### src/rtl/twin_llc_gate.sv
module twin_llc_gate #(
  parameter int AW = 16,
  parameter int DW = 32,
  parameter logic [DW-1:0] JUNK = 32'hDEADBEEF
) (
  input  logic          clk,
  input  logic          rst_n,
  input  logic [1:0]    strength,
  input  logic          v_req_valid,
  output logic          v_req_ready,
  input  logic [1:0]    v_req_kind,
  input  logic [AW-1:0] v_req_addr,
  input  logic [DW-1:0] v_req_wdata,
  output logic          v_rsp_valid,
  output logic [DW-1:0] v_rsp_data,
  output logic          v_rsp_wperm,
  input  logic          m_req_valid,
  output logic          m_req_ready,
  input  logic [1:0]    m_req_kind,
  input  logic [AW-1:0] m_req_addr,
  output logic          m_rsp_valid,
  output logic [DW-1:0] m_rsp_data,
  output logic          m_rsp_wperm,
  output logic          sync_err,
  output logic          llc_req_valid,
  output logic [1:0]    llc_req_cmd,
  output logic [AW-1:0] llc_req_addr,
  output logic [DW-1:0] llc_req_wdata,
  input  logic          llc_rsp_valid,
  input  logic          llc_rsp_hit,
  input  logic [DW-1:0] llc_rsp_data,
  output logic          peer_req_valid,
  output logic [AW-1:0] peer_req_addr,
  input  logic          peer_rsp_valid,
  input  logic          peer_rsp_hit,
  input  logic [DW-1:0] peer_rsp_data,
  output logic          mem_req_valid,
  output logic [AW-1:0] mem_req_addr,
  input  logic          mem_rsp_valid,
  input  logic [DW-1:0] mem_rsp_data
);
  localparam logic [1:0] K_RD = 2'd0, K_SYNC = 2'd3;
  localparam logic [1:0] C_RD = 2'd0, C_PH = 2'd1, C_WB = 2'd2, C_SYNC = 2'd3;

  typedef enum logic [2:0] {S_IDLE, S_LREQ, S_LWAIT, S_PREQ, S_PWAIT, S_MREQ, S_MWAIT} st_t;
  st_t st;

  logic          cur_glob;
  logic [1:0]    cur_cmd;
  logic [AW-1:0] cur_addr;
  logic [DW-1:0] cur_wdata;
  logic          pend_v, pend_mute;
  logic [AW-1:0] pend_addr;

  wire           idle    = (st == S_IDLE);
  wire           take_v  = idle && v_req_valid;
  wire           take_m  = idle && !v_req_valid && m_req_valid;
  wire [1:0]     in_kind = v_req_valid ? v_req_kind : m_req_kind;
  wire [AW-1:0]  in_addr = v_req_valid ? v_req_addr : m_req_addr;
  wire           pair_ok = pend_v && (pend_mute == take_m) == 1'b0 && pend_addr == in_addr;

  assign v_req_ready    = idle;
  assign m_req_ready    = idle && !v_req_valid;
  assign llc_req_valid  = (st == S_LREQ);
  assign llc_req_cmd    = cur_cmd;
  assign llc_req_addr   = cur_addr;
  assign llc_req_wdata  = cur_wdata;
  assign peer_req_valid = (st == S_PREQ);
  assign peer_req_addr  = cur_addr;
  assign mem_req_valid  = (st == S_MREQ);
  assign mem_req_addr   = cur_addr;

  always_ff @(posedge clk) begin
    if (!rst_n) begin
      st          <= S_IDLE;
      cur_glob    <= 1'b0;
      cur_cmd     <= C_RD;
      cur_addr    <= '0;
      cur_wdata   <= '0;
      pend_v      <= 1'b0;
      pend_mute   <= 1'b0;
      pend_addr   <= '0;
      v_rsp_valid <= 1'b0;
      v_rsp_data  <= '0;
      v_rsp_wperm <= 1'b0;
      m_rsp_valid <= 1'b0;
      m_rsp_data  <= '0;
      m_rsp_wperm <= 1'b0;
      sync_err    <= 1'b0;
    end else begin
      v_rsp_valid <= 1'b0;
      m_rsp_valid <= 1'b0;
      sync_err    <= 1'b0;
      case (st)
        S_IDLE: if (take_v || take_m) begin
          cur_addr  <= in_addr;
          cur_wdata <= v_req_wdata;
          cur_glob  <= strength[1];
          if (in_kind == K_SYNC) begin
            if (!pend_v) begin
              pend_v    <= 1'b1;
              pend_mute <= take_m;
              pend_addr <= in_addr;
            end else if (pair_ok) begin
              pend_v  <= 1'b0;
              cur_cmd <= C_SYNC;
              st      <= S_LREQ;
            end else begin
              sync_err <= 1'b1;
            end
          end else if (take_v) begin
            cur_cmd <= (in_kind == K_RD) ? C_RD : C_WB;
            st      <= S_LREQ;
          end else if (in_kind == K_RD) begin
            if (strength == 2'd0) begin
              m_rsp_valid <= 1'b1;
              m_rsp_data  <= JUNK;
              m_rsp_wperm <= 1'b1;
            end else begin
              cur_cmd <= C_PH;
              st      <= S_LREQ;
            end
          end
        end
        S_LREQ: st <= S_LWAIT;
        S_LWAIT: if (llc_rsp_valid) begin
          st <= S_IDLE;
          case (cur_cmd)
            C_RD: begin
              v_rsp_valid <= 1'b1;
              v_rsp_data  <= llc_rsp_data;
              v_rsp_wperm <= 1'b0;
            end
            C_SYNC: begin
              v_rsp_valid <= 1'b1;
              v_rsp_data  <= llc_rsp_data;
              v_rsp_wperm <= 1'b1;
              m_rsp_valid <= 1'b1;
              m_rsp_data  <= llc_rsp_data;
              m_rsp_wperm <= 1'b1;
            end
            C_PH: begin
              if (llc_rsp_hit || !cur_glob) begin
                m_rsp_valid <= 1'b1;
                m_rsp_data  <= llc_rsp_hit ? llc_rsp_data : JUNK;
                m_rsp_wperm <= 1'b1;
              end else begin
                st <= S_PREQ;
              end
            end
            default: ;
          endcase
        end
        S_PREQ: st <= S_PWAIT;
        S_PWAIT: if (peer_rsp_valid) begin
          if (peer_rsp_hit) begin
            m_rsp_valid <= 1'b1;
            m_rsp_data  <= peer_rsp_data;
            m_rsp_wperm <= 1'b1;
            st          <= S_IDLE;
          end else begin
            st <= S_MREQ;
          end
        end
        S_MREQ: st <= S_MWAIT;
        S_MWAIT: if (mem_rsp_valid) begin
          m_rsp_valid <= 1'b1;
          m_rsp_data  <= mem_rsp_data;
          m_rsp_wperm <= 1'b1;
          st          <= S_IDLE;
        end
        default: st <= S_IDLE;
      endcase
    end
  end
endmodule

### config.mk
export PLATFORM = sky130hd
export DESIGN_NAME = twin_llc_gate
export DESIGN_NICKNAME = d
export VERILOG_FILES = /design/src/rtl/twin_llc_gate.sv
export SDC_FILE = /design/constraint.sdc
export NUM_CORES = 1
export LEC_CHECK = 0
export BUFFER_PORTS_ARGS = -buffer_cell sky130_fd_sc_hd__buf_4
export CORE_MARGIN = 10
export CORE_UTILIZATION = 35
export DETAILED_ROUTE_END_ITERATION = 10
export PLACE_DENSITY = 0.65
export SETUP_SLACK_MARGIN = 0.4
export SLEW_MARGIN = 5
export SYNTH_ARGS = -nofsm -noshare
export SYNTH_HDL_FRONTEND = slang
export SYNTH_SLANG_ARGS = --single-unit
### constraint.sdc
create_clock -name clk -period 3.8 [get_ports clk]
set_clock_uncertainty 0.15 [all_clocks]
set_input_delay 0.19 -clock clk [delete_from_list [all_inputs] [get_ports clk]]
set_output_delay 0.19 -clock clk [all_outputs]
set_load 0.01 [all_outputs]
==> impl_metrics.ini, run 1 <==
[global_routing]
antenna_found_initial = 0
grt_pass1_wl_mm = 40.83
grt_overflow = 0
grt_max_degree = 85
grt_usage_pct = 21.01
grt_pass1_vias = 7069

[setup_path]
end_kind = flop
critical_path_class = flop to flop
critPathLaunchType = flop
max_stage_delay_ps = 890
worstPathMaxFanout = 32
crit_arrival_ps = 3010
reg2reg_depth = 6
worstSetupStartpoint = st[2]$_SDFFE_PN0P_
cp_slowest_cell = nor2_2
cp.required_ps = 3960
path_cells = or3_1 -> inv_1 -> o21ai_2 -> nor2_2 -> nor2_1 -> a211oi_1
r2r_start = st[2]$_SDFFE_PN0P_

[cells_and_area]
antennaDiodeCount = 0
synthToLayoutAreaGrowth_pct = 56.83
multiInputGateArea_um2 = 3159
register_area_um2 = 2824
postLayoutCellArea_um2 = 10300
fin_nets = 1326
final_core_util_pct = 55.45
drive_above_1_share_pct = 33.36
fillers = 1716

[die]
die_h_um = 157.0
die_area_um2 = 24650
die_x_um = 157.0
core_area_um2 = 18580
initial_utilization_pct = 35.36
rows = 50
ios = 331

[routing]
drtIter0Drc = 330
routed-via-count = 7117
first_pass_iters = 4
via_per_inst = 5.105
drc = 0
routed_wl_mm = 27.10
routedWlPerCell_um = 19.44
ant_nets = 0

[logic_synthesis]
netlist_top_cells_area = dfxtp_1 43%, nand2_1 8.2%, a21oi_1 7.4%
syn_avg_cell_area_um2 = 8.223
synth_edf_count = 0
synth_area_leader_cell = dfxtp_1
yosysWarningCount = 0
synth_top_family_by_area = compound AO/OA/AOI/OAI gates
synth_nets = 978
yosys.area_share.simple_pct = 16.19
netlist_area_um2 = 6570
synth-seq-cells = 141
synth-adder-area-share_pct = 0.7618
synth_cell_type_count = 52
synth_xor_area_share_pct = 2.266
synth-compound-area-share_pct = 23.46
synth-async-reset-ratio_pct = 0
synth_ff_type = dfxtp_1
synth_top_area_share_pct = 42.96
yosysSeqAreaShare_pct = 42.96
synthCells = 799
synth.mux.area_fraction_pct = 5.161

[sta]
holdWs_ps = 20.55
rsz0062_at_grt = false
finalCritPeriodShare_pct = 74.88
worst_pin_slew_ps = 1141
maxSlewHeadroom_pct = 23.84
fin_crit_ps = 2846
hold_viol = 0
fin_setup_tns_ps = 0
finalSetupViolCount = 0
max_freq_mhz = 351.4
slew_viol_final = 0

[pwr]
p_leak_nw = 4.643
peakVddDrop_mv = 0.3676
power.density_nw_per_um2 = 518.7
power.total_w = 0.005344

[placement]
dpl.hpwl_mm = 19.93
gp_congestion = 0.8494
io_buffers = 330
place_area_um2 = 8940

[clock_tree]
clk_pin_slew_ps = 70
clockBufferDepth = 2
cts_max_level = 4
clockRootBuffer = clkbuf_16
tritoncts = built
cts_made_buffers = 17
clk_latency_ps = 420
numClockSinks = 141
post-cts-setup-buffers = 0

[worst_hold_path]
hold_class = input port to flop
min_from = mem_rsp_data[11]
whs_path_depth = 4

[status]
status = complete, no violations

[job]
cap_violations = 0
## area by class of cell
type / count / area share, %
multi-input cells: 538 / 30.66
well taps: 234 / 2.842
repair buffers: 422 / 32.71
clock inverters: 15 / 1.239
clock buffers: 17 / 4.129
flip-flops and latches: 141 / 27.41
inverters: 27 / 1.008
## placed cells by master (no fill, tap or decap), types with 3 or more instances in the layout
cell type,count
a211oi_1,41
a21oi_1,97
a31oi_1,3
buf_4,341
clkbuf_16,17
clkinv_4,3
clkinvlp_4,4
dfxtp_1,140
dlygate4sd3_1,81
ha_1,4
inv_1,26
inv_6,5
mux2i_1,30
nand2_1,144
nand2b_1,6
nand3_1,22
nand4_1,3
nor2_1,52
nor3_1,5
nor4_1,3
o2111ai_1,24
o211a_1,18
o21a_1,4
o21ai_0,28
o31ai_1,3
xnor2_1,13
xor2_1,4
## worst paths after layout
check	slack, ps	to
worst max-delay path	950	pend_addr[12]$_SDFFE_PN0P_
worst min-delay path	20	m_rsp_data[11]$_SDFFE_PN0P_
worst max register to register	950	pend_addr[12]$_SDFFE_PN0P_
worst min register to register	300	llc_req_wdata[27]$_SDFFE_PN0P_
## through the flow
step           std cells  setup slack [ps]
3_5_place_dp        1281             635.4
5_1_grt             1394             637.4
3_3_place_gp        1281             712.2
2_1_floorplan        799             989.4
6_report            1394             954.4
4_1_cts             1394             924.7
## cells by family (layout without fill, tap and decap cells)
logic type,count (synthesis),count (layout)
AND/OR/NAND/NOR,251,251
AO/OA/AOI/OAI,233,233
flip-flops,141,141
buffers and inverters,120,481
multiplexers,33,33
XOR/XNOR,17,17
adder cells (fa/ha/maj),4,4
## synth_stat cells (4+ instances only)
| library cell | n |
|---|---|
| xnor2_1 | 13 |
| xor2_1 | 4 |
| nand2_1 | 144 |
| nand3_1 | 22 |
| o21ai_0 | 28 |
| nand2b_1 | 6 |
| a211oi_1 | 41 |
| nor3_1 | 5 |
| o211a_1 | 18 |
| o2111ai_1 | 24 |
| dfxtp_1 | 141 |
| buf_1 | 5 |
| buf_2 | 9 |
| a21oi_1 | 97 |
| clkbuf_1 | 44 |
| mux2i_1 | 30 |
| buf_4 | 33 |
| ha_1 | 4 |
| o21a_1 | 4 |
| inv_1 | 26 |
| nor2_1 | 55 |
## registers in the layout, summed over array words and instances, names as in the netlist
register,flops
pend_mute,1
st,3
sync_err,1
m_rsp_data,32
m_rsp_valid,1
pend_v,1
pend_addr,16
v_rsp_wperm,1
v_rsp_valid,1
llc_req_addr,16
cur_glob,1
v_rsp_data,32
llc_req_wdata,32
m_rsp_wperm,1
llc_req_cmd,2
## worst max-delay path: cells and delay by family (launching register included)
kind	cells	cell delay, ps
simple gates	3	1520
flops	1	500
compound gates	2	370
buf+inv	1	200
## repair_timing
item,4_1_cts,5_1_grt
hold buffers,81,0
resized for setup,0,0
endpoints found under the hold margin,92,0
## power breakdown
group | internal (W) | switching [W]
combinational | 0.000857 | 0.000987
clock | 0.000855 | 0.000718
sequential | 0.00172 | 0.000209
total | 0.00343 | 0.00191
## per-layer routing
metal	vias to the layer above	routed length (um)	global-route usage [%]
met2	317	12800	34.57
met3	31	3128	9.989
met1	3304	10630	23.50
met5	-	0	0
li1	3465	-	-
met4	0	547	6.812
Power figures use the tool's default switching activity.
==> inputs of run 2 (changes only) <==
==> constraint.sdc (replaced) <==
create_clock -name clk -period 2.9 [get_ports clk]
set_clock_uncertainty 0.15 [all_clocks]
set_input_delay 0.145 -clock clk [delete_from_list [all_inputs] [get_ports clk]]
set_output_delay 0.145 -clock clk [all_outputs]
set_load 0.01 [all_outputs]
==> run 2 against run 1 <==
  * Register-to-register slack got worse by 360 ps
  * Final cell count grew 2.1%
  * Die area unchanged
  * Critical path depth is 2 higher
  * First-iteration DRC count down 1.5%
  * Clock power grew 59%
  * Global-route usage grew 0.18 points
==> impl_metrics.ini, run 2 (synthesis gave the netlist of run 1 again) <==
[status]
status = complete, no violations

[pwr]
peakVddDrop_mv = 0.4251
power.density_nw_per_um2 = 700.7
p_leak_nw = 4.847

[global_routing]
grt_usage_pct = 21.20
grt_pass1_wl_mm = 41.31
grt_overflow = 0
grt_pass1_vias = 7306
grt_max_degree = 66
antenna_found_initial = 1

[setup_path]
reg2reg_depth = 7
worst_r2r_endpoint = m_rsp_data[10]$_SDFFE_PN0P_
critPathLaunchType = input port
critical_path_class = input port to flop
crit_arrival_ps = 2440
cp.required_ps = 3030
r2r_start = st[1]$_SDFFE_PN0P_
end_kind = flop
worstPathMaxFanout = 28
reg2reg_slack_ps = 590

[clock_tree]
cts_made_buffers = 17
clk_latency_ps = 420
numClockSinks = 141
clockRootBuffer = clkbuf_16
post-cts-setup-buffers = 0
tritoncts = built
cts_max_level = 4
clk_pin_slew_ps = 60
clockBufferDepth = 2

[sta]
maxSlewHeadroom_pct = 46.40
fin_setup_tns_ps = 0
holdWs_ps = 7.973
worst_pin_slew_ps = 804.0
rsz0062_at_grt = false
max_freq_mhz = 431.7
hold_viol = 0
finalSetupViolCount = 0
slew_viol_final = 0
finalCritPeriodShare_pct = 79.88
fin_crit_ps = 2316

[cells_and_area]
layout_common_cells = 351 x buf_4, 144 x nand2_1, 139 x dfxtp_1
fin_nets = 1355
synthToLayoutAreaGrowth_pct = 63.09
drive_above_1_share_pct = 33.81
antennaDiodeCount = 0
layout_commonest_cell = buf_4

[die]
initial_utilization_pct = 35.36
ios = 331
die_area_um2 = 24650
die_h_um = 157.0
die_x_um = 157.0
core_area_um2 = 18580
rows = 50

[worst_hold_path]
hold-path-endpoint = m_rsp_data[19]$_SDFFE_PN0P_
hold_class = input port to flop
min_from = peer_rsp_data[19]
whs_path_depth = 4

[routing]
routedWlPerCell_um = 19.11
routed-via-count = 7175
routed_wl_mm = 27.20
ant_nets = 0
drc = 0
first_pass_iters = 4
via_per_inst = 5.042
drtIter0Drc = 325

[placement]
gp_congestion = 0.8336
dpl.hpwl_mm = 19.81
io_buffers = 330

[job]
cap_violations = 0
[run 2: changes by cell type in the layout (fill, tap and decap cells not counted), sizes merged]
cell and delta:
clkbuf +1, bufinv +6, inv -5, dlygate4sd3 +18
buf +11, clkinvlp -4, clkinv +2
[run 2: final cells by class]
type / count / area, um^2
Inverter: 27 / 103.9
Clock inverter: 14 / 239.0
Multi-Input combinational cell: 538 / 3179
Sequential cell: 141 / 2825
Fill cell: 1675 / 7865
Clock buffer: 18 / 429.2
Timing Repair Buffer: 451 / 3646
Tap cell: 234 / 292.8
[run 2: where the power goes]
part / switching, W / internal, W
combinational: 0.00135 / 0.00119
clock: 0.000868 / 0.00162
sequential: 0.000233 / 0.00225
total: 0.00245 / 0.00506
[run 2: worst max path at each step]
stage | startpoint | endpoint | slack [ps] | cells after the start
3_5_place_dp | v_req_valid | m_rsp_data[10]$_SDFFE_PN0P_ | 310 | 10
2_1_floorplan | v_req_valid | m_rsp_data[11]$_SDFFE_PN0P_ | 400 | 11
4_1_cts | llc_req_cmd[1]$_SDFFE_PN0P_ | m_rsp_data[10]$_SDFFE_PN0P_ | 430 | 8
3_3_place_gp | v_req_valid | m_rsp_data[10]$_SDFFE_PN0P_ | 370 | 10
6_report | strength[1] | m_rsp_data[10]$_SDFFE_PN0P_ | 580 | 8
5_1_grt | llc_req_cmd[1]$_SDFFE_PN0P_ | m_rsp_data[10]$_SDFFE_PN0P_ | 440 | 8
[run 2: per-layer routing]
layer	share of wire [%]	GRT usage [%]
met5	0.048	0
met3	12	10.45
met2	49	36.56
met4	1.2	5.031
met1	38	22.80
[run 2: metrics by stage]
stage                     setup WS [ps]  cells  total power [W]  utilization [%]  cell area [um^2]
after detailed placement          306.1   1292         0.004957            48.67              9042
after floorplan                   404.7    799         0.003858                -              6584
after CTS                         425.1   1423         0.007569            57.60             10700
after global routing              439.8   1423         0.007911            57.67             10720
final                             583.5   1423         0.007508            57.67             10720
after global placement            368.8   1292         0.004933            48.67              9042
[run 2: timing repair]
action                     CTS  global route
setup endpoints to repair    0            30
gates resized for setup      0             3
hold endpoints to repair   101             0
hold buffers                99             0
[run 2: critical path: stages]
cell           delay (ps)
dlygate4sd3_1         580
buf_4                 170
nor3_2                230
nand4_1               290
a211o_4               460
nor2_4                100
buf_4                 310
a311oi_1              150
==> inputs of run 3 (changes only) <==
==> constraint.sdc (replaced) <==
create_clock -name clk -period 2.2 [get_ports clk]
set_clock_uncertainty 0.15 [all_clocks]
set_input_delay 0.11 -clock clk [delete_from_list [all_inputs] [get_ports clk]]
set_output_delay 0.11 -clock clk [all_outputs]
set_load 0.01 [all_outputs]
==> run 3 against run 2 <==
  * The run now ends with negative setup slack left
  * Sequential power increased by 33%
  * Sequential share of layout area decreased by 4.2 points
  * Design area increased by 20%
  * Total power increased by 52%
  * Worst hold slack got worse by 0.95 ps
  * Global-route usage increased by 1.4 points
  * Via count increased by 12%
  * Non-clock buffer count increased by 105
  * Sequential cell count unchanged
  * Die area unchanged
  * Setup slack got worse by 640 ps
==> impl_metrics.ini, run 3 (synthesis gave the netlist of run 1 again) <==
[sta]
worst_pin_slew_ps = 630.0
rsz0062_at_grt = true
slew_viol_final = 0
finalCritPeriodShare_pct = 102.5
fin_crit_ps = 2255
max_freq_mhz = 443.5
finalSetupViolCount = 1
hold_viol = 0
maxSlewHeadroom_pct = 58.00
holdWs_ps = 7.020
fin_setup_tns_ps = -54.76
setup_ws_ps = -54.76

[clock_tree]
clockRootBuffer = clkbuf_16
tritoncts = built
clk_latency_ps = 420
clk_pin_slew_ps = 60
clockBufferDepth = 2
numClockSinks = 141
cts_made_buffers = 17
cts_max_level = 4

[pwr]
power_switching_w = 0.003900
p_int_w = 0.007504
comb_power_share_pct = 43.3
power.density_nw_per_um2 = 889.7
p_leak_nw = 5.683
peakVddDrop_mv = 0.5520
power.total_w = 0.01140
pwr-share-clk_pct = 27.6
pwr-share-seq_pct = 29.1
p_sw_share_pct = 34.20

[placement]
dpl.cell_count = 1324
io_buffers = 330
gp_congestion = 0.8621
dpl.hpwl_mm = 19.90

[die]
ios = 331
initial_utilization_pct = 35.36
rows = 50
die_x_um = 157.0
core_area_um2 = 18580
die_h_um = 157.0
die_area_um2 = 24650

[setup_path]
worstPathMaxFanout = 18
max_stage_delay_ps = 510
path_cells = inv_4 -> ha_4 -> buf_6 -> nor2b_1 -> buf_4 -> o21ai_0 -> o2111ai_4 -> o211a_1
setup.worst_path.end = m_rsp_data[12]$_SDFFE_PN0P_
end_kind = flop
critical_path_class = flop to flop
cp_slowest_cell = o21ai_0
worst_r2r_endpoint = m_rsp_data[12]$_SDFFE_PN0P_
r2r_start = llc_req_cmd[1]$_SDFFE_PN0P_
worstSetupStartpoint = llc_req_cmd[1]$_SDFFE_PN0P_
reg2reg_depth = 8
crit_arrival_ps = 2420
reg2reg_slack_ps = -50
cp.required_ps = 2360
critPathLaunchType = flop

[routing]
routed_wl_mm = 32.18
first_pass_iters = 5
drc = 0
drtIter0Drc = 541
via_per_inst = 5.242
routed-via-count = 8010
routedWlPerCell_um = 21.06
ant_nets = 0

[cells_and_area]
layout_commonest_cell = buf_4
fin_cells = 1528
register_area_um2 = 2841
multiInputGateArea_um2 = 3825
fillers = 1347
antennaDiodeCount = 0
synthToLayoutAreaGrowth_pct = 95.09
drive_above_1_share_pct = 46.91
layout_common_cells = 385 x buf_4, 136 x dfxtp_1, 125 x nand2_1
fin_nets = 1460
final_core_util_pct = 68.98

[worst_hold_path]
hold_class = input port to flop

[global_routing]
grt_max_degree = 59
grt_usage_pct = 22.63
grt_pass1_vias = 7734
antenna_found_initial = 0
grt_overflow = 0
grt_pass1_wl_mm = 43.97

[status]
status = complete, but fails checks
violations = negative setup slack

[job]
cap_violations = 0
run 3: cell type report:
cell class                      instances  area share (%)
Timing Repair Buffer                  556           39.87
Sequential cell                       141           22.17
Inverter                               27          0.9079
Clock buffer                           20           3.485
Multi-Input combinational cell        538           29.84
Tap cell                              234           2.284
Clock inverter                         12           1.445
run 3: worst max-delay path, delay by kind of cell (launching register included):
kind,cells,cell delay [ps]
fa+ha+maj,1,150
buf+inv,3,350
compound gates,3,960
flops,1,380
simple gates,1,140
run 3: worst min-delay path by stage:
stage / to / depth (start not counted) / start / slack, ps
detailed placement: llc_req_wdata[28]$_SDFFE_PN0P_ / 3 / v_req_wdata[28] / 220
finish: m_rsp_data[25]$_SDFFE_PN0P_ / 5 / mem_rsp_data[25] / 7
global placement: llc_req_wdata[16]$_SDFFE_PN0P_ / 3 / v_req_wdata[16] / 210
global route: llc_req_addr[8]$_SDFFE_PN0P_ / 3 / v_req_addr[8] / 30
floorplan: cur_glob$_SDFFE_PN0P_ / 2 / strength[1] / 100
CTS: m_rsp_data[25]$_SDFFE_PN0P_ / 5 / mem_rsp_data[25] / 2
run 3: stage by stage:
step	worst slack [ps]	area, um^2
floorplan	-253.9	6730
global route	-84.28	12820
detailed placement	-189.8	9498
CTS	100.0	11660
global placement	-162.3	9498
finish	-54.76	12820
run 3: power by group through the flow:
stage	combinational (W)	clock (W)	sequential (W)
after floorplan	0.00173	0	0.00342
after detailed placement	0.00340	0	0.00332
after global routing	0.00525	0.00329	0.00337
after global placement	0.00338	0	0.00331
final	0.00494	0.00315	0.00332
after CTS	0.00391	0.00317	0.00330
run 3: timing repair:
action,CTS,global route
setup buffers,10,26
cloned,8,16
gates resized for setup,43,138
hold buffers,112,0
endpoints found under the hold margin,107,0
pin swaps,7,62
endpoints found under the setup margin,139,142
run 3: layer usage:
metal	up-vias	part of all wire, %	track usage [%]
met5	-	0	0
li1	3736	-	-
met3	49	10	8.270
met1	3794	37	25.49
met2	431	50	38.20
met4	0	2.8	8.771
